==> config.mk <==
export PLATFORM = sky130hd
export DESIGN_NAME = evsw_unit
export DESIGN_NICKNAME = d
export VERILOG_FILES = /design/src/rtl/evsw_pkg.sv /design/src/rtl/evsw_pin_edge.sv /design/src/rtl/evsw_trig_sel.sv /design/src/rtl/evsw_ctrl.sv /design/src/rtl/evsw_unit.sv
export SDC_FILE = /design/constraint.sdc
export NUM_CORES = 1
export LEC_CHECK = 0
export BUFFER_PORTS_ARGS = -buffer_cell sky130_fd_sc_hd__buf_2
export CAP_MARGIN = 0
export CORE_MARGIN = 2
export CORE_UTILIZATION = 53
export DETAILED_ROUTE_END_ITERATION = 6
export HOLD_SLACK_MARGIN = 0.02
export PLACE_DENSITY = 0.79
export SLEW_MARGIN = 40
export SYNTH_ARGS = -nofsm -noshare
export SYNTH_HDL_FRONTEND = slang
export SYNTH_SLANG_ARGS = --single-unit
==> constraint.sdc <==
create_clock -name clk -period 4.2 [get_ports clk]
set_clock_uncertainty 0.2 [all_clocks]
set_input_delay 0.84 -clock clk [delete_from_list [all_inputs] [get_ports clk]]
set_output_delay 0.84 -clock clk [all_outputs]
set_load 0.05 [all_outputs]
==> src/rtl/evsw_pkg.sv <==
package evsw_pkg;

    typedef enum logic [1:0] {
        ST_MAIN    = 2'd0,
        ST_ENTER   = 2'd1,
        ST_HANDLER = 2'd2,
        ST_LEAVE   = 2'd3
    } evsw_state_e;

    localparam logic [1:0] SRC_PIN = 2'd0;
    localparam logic [1:0] SRC_OVF = 2'd1;
    localparam logic [1:0] SRC_MEM = 2'd2;

endpackage

==> src/rtl/evsw_pin_edge.sv <==
module evsw_pin_edge #(
    parameter int NPIN = 8
) (
    input  logic            clk,
    input  logic            rst_n,
    input  logic [NPIN-1:0] pin_i,
    output logic [NPIN-1:0] rise_o,
    output logic [NPIN-1:0] fall_o
);

    typedef struct packed {
        logic [NPIN-1:0] meta;
        logic [NPIN-1:0] sync;
        logic [NPIN-1:0] prev;
    } edge_regs_t;

    edge_regs_t d, q;

    always_comb begin
        d      = q;
        d.meta = pin_i;
        d.sync = q.meta;
        d.prev = q.sync;
    end

    always_ff @(posedge clk or negedge rst_n) begin
        if (!rst_n) begin
            q <= '0;
        end else begin
            q <= d;
        end
    end

    for (genvar g = 0; g < NPIN; g++) begin : g_edge
        assign rise_o[g] =  q.sync[g] & ~q.prev[g];
        assign fall_o[g] = ~q.sync[g] &  q.prev[g];
    end

endmodule

==> src/rtl/evsw_trig_sel.sv <==
module evsw_trig_sel
    import evsw_pkg::*;
#(
    parameter int NPIN   = 8,
    parameter int MEM_AW = 20,
    localparam int PSEL_W = (NPIN > 1) ? $clog2(NPIN) : 1
) (
    input  logic [1:0]        src_i,
    input  logic [PSEL_W-1:0] psel_i,
    input  logic              fall_sel_i,
    input  logic [MEM_AW-1:0] maddr_i,
    input  logic [NPIN-1:0]   rise_i,
    input  logic [NPIN-1:0]   fall_i,
    input  logic              ovf_i,
    input  logic [MEM_AW-1:0] mon_addr_i,
    input  logic              mon_rd_i,
    input  logic              mon_wr_i,
    output logic              trig_o
);

    logic pin_hit;
    logic mem_hit;

    always_comb begin
        pin_hit = fall_sel_i ? fall_i[psel_i] : rise_i[psel_i];
        mem_hit = (mon_rd_i | mon_wr_i) && (mon_addr_i == maddr_i);
        unique case (src_i)
            SRC_PIN: trig_o = pin_hit;
            SRC_OVF: trig_o = ovf_i;
            SRC_MEM: trig_o = mem_hit;
            default: trig_o = 1'b0;
        endcase
    end

endmodule

==> src/rtl/evsw_ctrl.sv <==
module evsw_ctrl
    import evsw_pkg::*;
#(
    parameter int NPIN   = 8,
    parameter int MEM_AW = 20,
    parameter int PC_W   = 16,
    parameter int CNT_W  = 8,
    localparam int PSEL_W = (NPIN > 1) ? $clog2(NPIN) : 1
) (
    input  logic              clk,
    input  logic              rst_n,
    input  logic              trig_i,
    input  logic              arm_i,
    input  logic [1:0]        arm_src_i,
    input  logic [PSEL_W-1:0] arm_pin_i,
    input  logic              arm_fall_i,
    input  logic [CNT_W-1:0]  arm_count_i,
    input  logic [PC_W-1:0]   arm_target_i,
    input  logic [MEM_AW-1:0] arm_maddr_i,
    input  logic [PC_W-1:0]   core_pc_i,
    input  logic              ack_i,
    input  logic              done_i,
    output logic [1:0]        src_o,
    output logic [PSEL_W-1:0] psel_o,
    output logic              fall_sel_o,
    output logic [MEM_AW-1:0] maddr_o,
    output logic              ovr_req_o,
    output logic [PC_W-1:0]   ovr_pc_o,
    output logic [PC_W-1:0]   ret_pc_o,
    output logic              flag_sel_o
);

    localparam int CW1 = CNT_W + 1;

    typedef struct packed {
        evsw_state_e       st;
        logic              armed;
        logic              pend;
        logic              req;
        logic [CNT_W-1:0]  cnt;
        logic [CNT_W-1:0]  limit;
        logic [PC_W-1:0]   target;
        logic [PC_W-1:0]   jmp;
        logic [PC_W-1:0]   retpc;
        logic [1:0]        src;
        logic [PSEL_W-1:0] psel;
        logic              fall_sel;
        logic [MEM_AW-1:0] maddr;
    } ctrl_regs_t;

    ctrl_regs_t d, q;

    logic [CW1-1:0] cnt_next;
    logic [CW1-1:0] limit_eff;
    logic           reached;

    always_comb begin
        cnt_next  = {1'b0, q.cnt} + CW1'(1);
        limit_eff = (q.limit == '0) ? CW1'(1) : {1'b0, q.limit};
        reached   = (cnt_next >= limit_eff);
    end

    always_comb begin
        d = q;

        if (arm_i) begin
            d.armed    = 1'b1;
            d.cnt      = '0;
            d.limit    = arm_count_i;
            d.target   = arm_target_i;
            d.src      = arm_src_i;
            d.psel     = arm_pin_i;
            d.fall_sel = arm_fall_i;
            d.maddr    = arm_maddr_i;
        end

        unique case (q.st)
            ST_MAIN: begin
                d.pend = 1'b0;
                if (!arm_i && q.armed && (trig_i || q.pend)) begin
                    if (reached) begin
                        d.armed = 1'b0;
                        d.cnt   = '0;
                        d.req   = 1'b1;
                        d.jmp   = q.target;
                        d.st    = ST_ENTER;
                    end else begin
                        d.cnt = cnt_next[CNT_W-1:0];
                    end
                end
            end
            ST_ENTER: begin
                if (trig_i) begin
                    d.pend = 1'b1;
                end
                if (ack_i) begin
                    d.retpc = core_pc_i;
                    d.req   = 1'b0;
                    d.st    = ST_HANDLER;
                end
            end
            ST_HANDLER: begin
                if (trig_i) begin
                    d.pend = 1'b1;
                end
                if (done_i) begin
                    d.req = 1'b1;
                    d.st  = ST_LEAVE;
                end
            end
            ST_LEAVE: begin
                if (trig_i) begin
                    d.pend = 1'b1;
                end
                if (ack_i) begin
                    d.req = 1'b0;
                    d.st  = ST_MAIN;
                end
            end
            default: d.st = ST_MAIN;
        endcase
    end

    always_ff @(posedge clk or negedge rst_n) begin
        if (!rst_n) begin
            q <= '0;
        end else begin
            q <= d;
        end
    end

    assign src_o      = q.src;
    assign psel_o     = q.psel;
    assign fall_sel_o = q.fall_sel;
    assign maddr_o    = q.maddr;
    assign ovr_req_o  = q.req;
    assign ovr_pc_o   = (q.st == ST_LEAVE) ? q.retpc : q.jmp;
    assign ret_pc_o   = q.retpc;
    assign flag_sel_o = (q.st == ST_HANDLER) || (q.st == ST_LEAVE);

    AST_REQ_HELD: assert property (@(posedge clk) disable iff (!rst_n)
        ovr_req_o && !ack_i |=> ovr_req_o && $stable(ovr_pc_o));

    AST_FIRE_DISARMS: assert property (@(posedge clk) disable iff (!rst_n)
        $rose(ovr_req_o) && !flag_sel_o |-> !q.armed);

    AST_NO_NEST: assert property (@(posedge clk) disable iff (!rst_n)
        ovr_req_o && flag_sel_o |-> ovr_pc_o == ret_pc_o);

    AST_RET_KEPT: assert property (@(posedge clk) disable iff (!rst_n)
        flag_sel_o |=> $stable(ret_pc_o));

    AST_FLAGS_AFTER_ACK: assert property (@(posedge clk) disable iff (!rst_n)
        $rose(flag_sel_o) |-> $past(ovr_req_o && ack_i));

endmodule

==> src/rtl/evsw_unit.sv <==
module evsw_unit #(
    parameter int NPIN   = 8,
    parameter int MEM_AW = 20,
    parameter int PC_W   = 16,
    parameter int CNT_W  = 8,
    localparam int PSEL_W = (NPIN > 1) ? $clog2(NPIN) : 1
) (
    input  logic              clk,
    input  logic              rst_n,
    input  logic [NPIN-1:0]   pin_i,
    input  logic              ovf_i,
    input  logic [MEM_AW-1:0] mon_addr_i,
    input  logic              mon_rd_i,
    input  logic              mon_wr_i,
    input  logic              arm_i,
    input  logic [1:0]        arm_src_i,
    input  logic [PSEL_W-1:0] arm_pin_i,
    input  logic              arm_fall_i,
    input  logic [CNT_W-1:0]  arm_count_i,
    input  logic [PC_W-1:0]   arm_target_i,
    input  logic [MEM_AW-1:0] arm_maddr_i,
    input  logic [PC_W-1:0]   core_pc_i,
    input  logic              ack_i,
    input  logic              done_i,
    output logic              ovr_req_o,
    output logic [PC_W-1:0]   ovr_pc_o,
    output logic [PC_W-1:0]   ret_pc_o,
    output logic              flag_sel_o
);

    logic [NPIN-1:0]   rise;
    logic [NPIN-1:0]   fall;
    logic              trig;
    logic [1:0]        cfg_src;
    logic [PSEL_W-1:0] cfg_psel;
    logic              cfg_fall;
    logic [MEM_AW-1:0] cfg_maddr;

    evsw_pin_edge #(.NPIN(NPIN)) u_edge (
        .clk    (clk),
        .rst_n  (rst_n),
        .pin_i  (pin_i),
        .rise_o (rise),
        .fall_o (fall)
    );

    evsw_trig_sel #(.NPIN(NPIN), .MEM_AW(MEM_AW)) u_sel (
        .src_i      (cfg_src),
        .psel_i     (cfg_psel),
        .fall_sel_i (cfg_fall),
        .maddr_i    (cfg_maddr),
        .rise_i     (rise),
        .fall_i     (fall),
        .ovf_i      (ovf_i),
        .mon_addr_i (mon_addr_i),
        .mon_rd_i   (mon_rd_i),
        .mon_wr_i   (mon_wr_i),
        .trig_o     (trig)
    );

    evsw_ctrl #(.NPIN(NPIN), .MEM_AW(MEM_AW), .PC_W(PC_W), .CNT_W(CNT_W)) u_ctrl (
        .clk          (clk),
        .rst_n        (rst_n),
        .trig_i       (trig),
        .arm_i        (arm_i),
        .arm_src_i    (arm_src_i),
        .arm_pin_i    (arm_pin_i),
        .arm_fall_i   (arm_fall_i),
        .arm_count_i  (arm_count_i),
        .arm_target_i (arm_target_i),
        .arm_maddr_i  (arm_maddr_i),
        .core_pc_i    (core_pc_i),
        .ack_i        (ack_i),
        .done_i       (done_i),
        .src_o        (cfg_src),
        .psel_o       (cfg_psel),
        .fall_sel_o   (cfg_fall),
        .maddr_o      (cfg_maddr),
        .ovr_req_o    (ovr_req_o),
        .ovr_pc_o     (ovr_pc_o),
        .ret_pc_o     (ret_pc_o),
        .flag_sel_o   (flag_sel_o)
    );

endmodule

=== Word level (Yosys, flattened, before mapping) ===
Cells that the tools add are included.

* Output and inout port bits: 34
* Bits in read-only memories: 0
* Logic and storage cells: 103
* Bits in latches: 0
* Memory bits (writable): 0
* Bits in registers: 119
* Memories kept: 0
* Input port bits: 102

* Equal/unequal tests: 12
* Add/subtract/negate cells: 1
* Reduce and logical (&&, ||, !) cells: 14
* Div/mod/pow operators: 0
* Shifts and indexed selects: 0
* Multipliers: 0
* Bitwise operators: 33
* Magnitude comparators: 2
* Muxes and demuxes: 25

{| class="wikitable"
|+ Operators with widths
! cell !! number
|-
| $mux 32 || 1
|-
| $mux 8 || 3
|-
| $eq 20x20->1 || 1
|-
| $and 1x1->1 || 16
|-
| $mux 16 || 1
|-
| $not 1->1 || 16
|-
| $add 8x1->9 const B || 1
|-
| $ge 9x9->1 || 1
|-
| $mux 1 || 9
|-
| $mux 9 || 1
|-
| $logic_not 8->1 || 1
|-
| $pmux 2 s4 || 1
|-
| $bmux 1 s3 || 2
|-
| $eq 2x2->1 const B || 3
|-
| $mux 2 || 3
|-
| $mux 3 || 2
|-
| $ne 2x1->1 const B || 3
|-
| $ne 2x2->1 const B || 3
|-
| $pmux 2 s3 || 1
|-
| $reduce_and 5->1 || 1
|-
| $eq 2x1->1 const B || 2
|-
| $logic_not 2->1 || 2
|-
| $lt 3x4->1 const B || 1
|-
| $reduce_and 4->1 || 1
|-
| other kinds (8) || 11
|}

=== Longest topological paths before layout ===
* Depth after elaboration: 10
* Mapped depth: 15
* Gate-level depth less buffers: 13

=== Modules after synthesis ===
From an unflattened synthesis, not the netlist that was laid out.

* Cell total of the unflattened synthesis: 441
* Area total of the unflattened synthesis: 5,720.5 µm²

{| class="wikitable"
|+ Modules (own cells, without submodules)
! module !! times used !! area each (µm²) !! seq. area each (µm²) !! cells an instance
|-
| evsw_ctrl || 1 || 4,600.7 || 2,377.3 || 360
|-
| evsw_pin_edge || 1 || 740.7 || 600.6 || 40
|-
| evsw_trig_sel || 1 || 379.1 || 0.0 || 41
|}

=== Least setup slack after synthesis ===
Ideal clock, no wire load.

* Path type: register to register
* Start point: register u_ctrl.q[82] (netlist name)
* End point: register u_ctrl.q[94] (netlist name)
* Setup slack: 785 ps
* Clock period less this slack: 3,415 ps
* Data required time: 3,872 ps
* Stages on the path, launching flop included: 15
* Setup time: 128 ps
* Buffers on the path: 1
* Data arrival time: 3,088 ps
* Cells stage by stage: dfrtp_1 -> ha_1 -> and3_1 -> and3_1 -> nor2b_1 -> or2_2 -> ha_1 -> nand2_1 -> nor3_1 -> a21oi_1 -> and2_1 -> clkbuf_1 -> a211o_1 -> a21oi_1 -> mux2_1

* Word-level cells in the longest chain between the ends: 4

{| class="wikitable"
|+ Ends and longest elaborated chain
! element !! line !! RTL
|-
| from (decl) || evsw_ctrl.sv:51 || <nowiki>ctrl_regs_t d, q;</nowiki>
|-
| from (signal assigned) || evsw_ctrl.sv:126 || <nowiki>q <= '0;</nowiki>
|-
| from (signal assigned) || evsw_ctrl.sv:128 || <nowiki>q <= d;</nowiki>
|-
| $add 8x1->9 || evsw_ctrl.sv:58 || <nowiki>cnt_next = {1'b0, q.cnt} + CW1'(1);</nowiki>
|-
| $ge 9x9->1 || evsw_ctrl.sv:60 || <nowiki>reached = (cnt_next >= limit_eff);</nowiki>
|-
| $ne 2x1->1 (no source line) || -- ||
|-
| $reduce_and 5->1 (no source line) || -- ||
|}

No other way between the ends.
A chain may end at the register's enable or synchronous reset.

=== Worst setup path after layout ===
Ends and elaborated chain as after synthesis.

==> flow_summary.toml <==
[run_status]
status = "complete, no violations"

[critical_path]
cp-start-kind = "flop"
cp-end-kind = "flop"
worstSetupPathType = "flop to flop"
crit_family = "simple AND/OR/NAND/NOR gates"
cpPeakStageDelay_ns = 0.42
worstPathRequired_ns = 4.40
cpMaxStageDelayCell = "dfrtp_1"
arrival_ns = 3.81
crit_path_cell_trace = "ha_1, and3_1, and3_1, nor2b_1, or2_2, ha_1, nand2_1, nor3_1, a21oi_1, and2_1, a211o_1, a21oi_1, mux2_1"
critPathMaxFanout = 9
reg2reg_depth = 13
path_depth = 13
path_buf_inv = 0

[yosys]
ys_ff_latch = 119
synth_edf_count = 0
ys_top_cells_by_count = "dfrtp_1 (119), mux2_2 (80), xor2_1 (21)"
netlist_area_um2 = 5460
ys_warn_count = 0
synth_cells = 420
synth_most_common_cell = "dfrtp_1"
synth_nets = 536
syn_area_per_cell_um2 = 13.0
synth_ff_type = "dfrtp_1"
synth_area_leader_cell = "dfrtp_1"
async_flop_share = 1.00
synth.distinct_cells = 53
netlist_top_cells_area = "dfrtp_1 (55%), mux2_2 (17%), xor2_1 (3.4%), ha_1 (3.2%), buf_4 (2.3%)"
seq_area_frac_synth = 0.546
synth_top_area_frac = 0.546

[floorplan]
die_x_um = 105
rows = 37
dieArea_um2 = 11100
fp.coreArea_um2 = 10100
io_pins = 136
die_y_um = 105
initial_core_util = 0.538

[detailed_routing]
via_per_inst = 5.18
drc = 0
drt-total-wl_mm = 10.8
antenna_left = 0
drt_first_iter_violations = 102
vias = 3603
drt_pass1_iterations = 5
wire_per_inst_um = 15.5

[global_routing]
overflow = 0
grt_max_degree = 65
antenna_found_initial = 0
gr-usage-all-layers = 0.209
grt_first_pass_wirelength_mm = 17.9
grt_pass1_vias = 3860

[power]
ir_drop_mv = 0.517
total_leakage_power_nw = 3.35
power_density_nw_per_um2 = 623

[min_path]
hp-class = "flop to flop"
worst_hold_path.num_cells = 0

[sta]
maxSlewViolCount = 0
period_share = 0.859
rsz0062_at_grt = "false"
timing.setup.tns_ns = 0
worst_pin_slew_ns = 0.750
holdWs_ns = 0.147
clock.fmax_mhz = 277
min_period_ns = 3.61
hold_viol_final = 0
relSlewSlack = 0.500
setup_violations = 0

[final_layout]
drive_above_1_share = 0.472
area_growth_pct = 23.5
diodes = 0
post-route-util = 0.664
final_net_count = 663

[clock_tree]
cts_buffers = 17
clk_pin_slew_ns = 0.06
cts_buffer_depth = 2
cts_root_buf = "clkbuf_8"
worstSkewPairLatency_ns = 0.52
cts_hold_buffers = 0
htree_num_levels = 4
cts_tree = "built"
post_cts_buffers = 0
clock_sinks = 119
post_cts_resized = 0

[placed_design]
hpwl_mm = 7.62
gp_congestion = 0.821
io_buffers = 135

[flow_run]
maxCapViolations = 0
layout make-up:
| type | instances | area, um2 |
|---|---|---|
| fillers | 769 | 3400 |
| flip-flops and latches | 119 | 2980 |
| multi-input cells | 256 | 2230 |
| repair buffers | 139 | 721 |
| clock buffers | 22 | 483 |
| well taps | 136 | 170 |
| clock inverters | 9 | 97.6 |
| inverters | 14 | 52.6 |
per-layer routing:
metal	global-route usage	wire (um)
met5	0	0
met2	0.349	5270
met3	0.0779	677
met4	0.0838	190
met1	0.244	4640
layout by cell type (no fill, tap or decap), types with 2 or more instances in the layout:
cell type / instances
o211a_1: 2
mux2_1: 10
a21boi_0: 2
o32ai_1: 2
dfrtp_1: 119
clkbuf_16: 16
nand3b_1: 3
or2_2: 4
buf_4: 4
a21o_1: 2
xor2_1: 21
nor3_1: 2
mux2_2: 80
nor3b_1: 9
clkbuf_8: 6
nand2_1: 13
a31o_2: 3
nand3_1: 3
clkinv_2: 6
a2bb2oi_1: 2
o21ai_0: 14
a21oi_1: 6
or3b_1: 2
o22ai_1: 3
nor4_1: 5
ha_1: 13
nor2_1: 10
inv_1: 14
buf_2: 134
nand2b_1: 5
nor2b_1: 11
and3_1: 4
xnor2_1: 2
bufinv_16: 2
stage by stage:
stage / instance area [um2] / cells / worst slack, ns / power, mW
floorplan: 5460 / 420 / 0.785 / 2.65
global placement: 6150 / 664 / 0.720 / 2.78
detailed placement: 6150 / 664 / 0.595 / 2.82
CTS: 6730 / 695 / 0.571 / 4.24
global route: 6740 / 695 / 0.390 / 4.39
finish: 6740 / 695 / 0.591 / 4.20
logic make-up after synthesis:
group / share of synthesized area
DFF: 0.546
xor gates and xnor gates: 0.0369
muxes: 0.192
buffers and inverters: 0.0456
AOI/OAI and AO/OA: 0.0640
and+or+nand+nor: 0.0839
adders and majority gates: 0.0321
power breakdown:
group | switching [mW] | leakage [nW] | internal [mW]
sequential | 0.126 | 1.45 | 1.34
clock | 0.485 | 0.292 | 0.911
combinational | 0.876 | 1.61 | 0.459
worst paths after layout:
kind | startpoint | endpoint | slack (ns)
hold reg to reg | u_edge.d[9]$_DFF_PN0_ | u_edge.d[1]$_DFF_PN0_ | 0.15
setup / recovery | u_ctrl.q[82]$_DFF_PN0_ | u_ctrl.q[94]$_DFFE_PN0P_ | 0.59
hold / removal | u_edge.d[9]$_DFF_PN0_ | u_edge.d[1]$_DFF_PN0_ | 0.15
setup reg to reg | u_ctrl.q[82]$_DFF_PN0_ | u_ctrl.q[94]$_DFFE_PN0P_ | 0.59
min in group asynchronous | rst_n | u_edge.d[6]$_DFF_PN0_ | 0.17
max in group asynchronous | rst_n | u_ctrl.q[94]$_DFFE_PN0P_ | 2.87
registers in the layout (all words and copies together), names as in the netlist:
register	cells
u_ctrl.fall_sel_o	1
u_ctrl.ret_pc_o	16
u_edge.d	16
u_ctrl.q	52
u_ctrl.maddr_o	20
u_ctrl.psel_o	3
u_ctrl.src_o	2
u_ctrl.ovr_req_o	1
u_edge.q	8
Note: power is estimated with default switching activity, not from simulation.
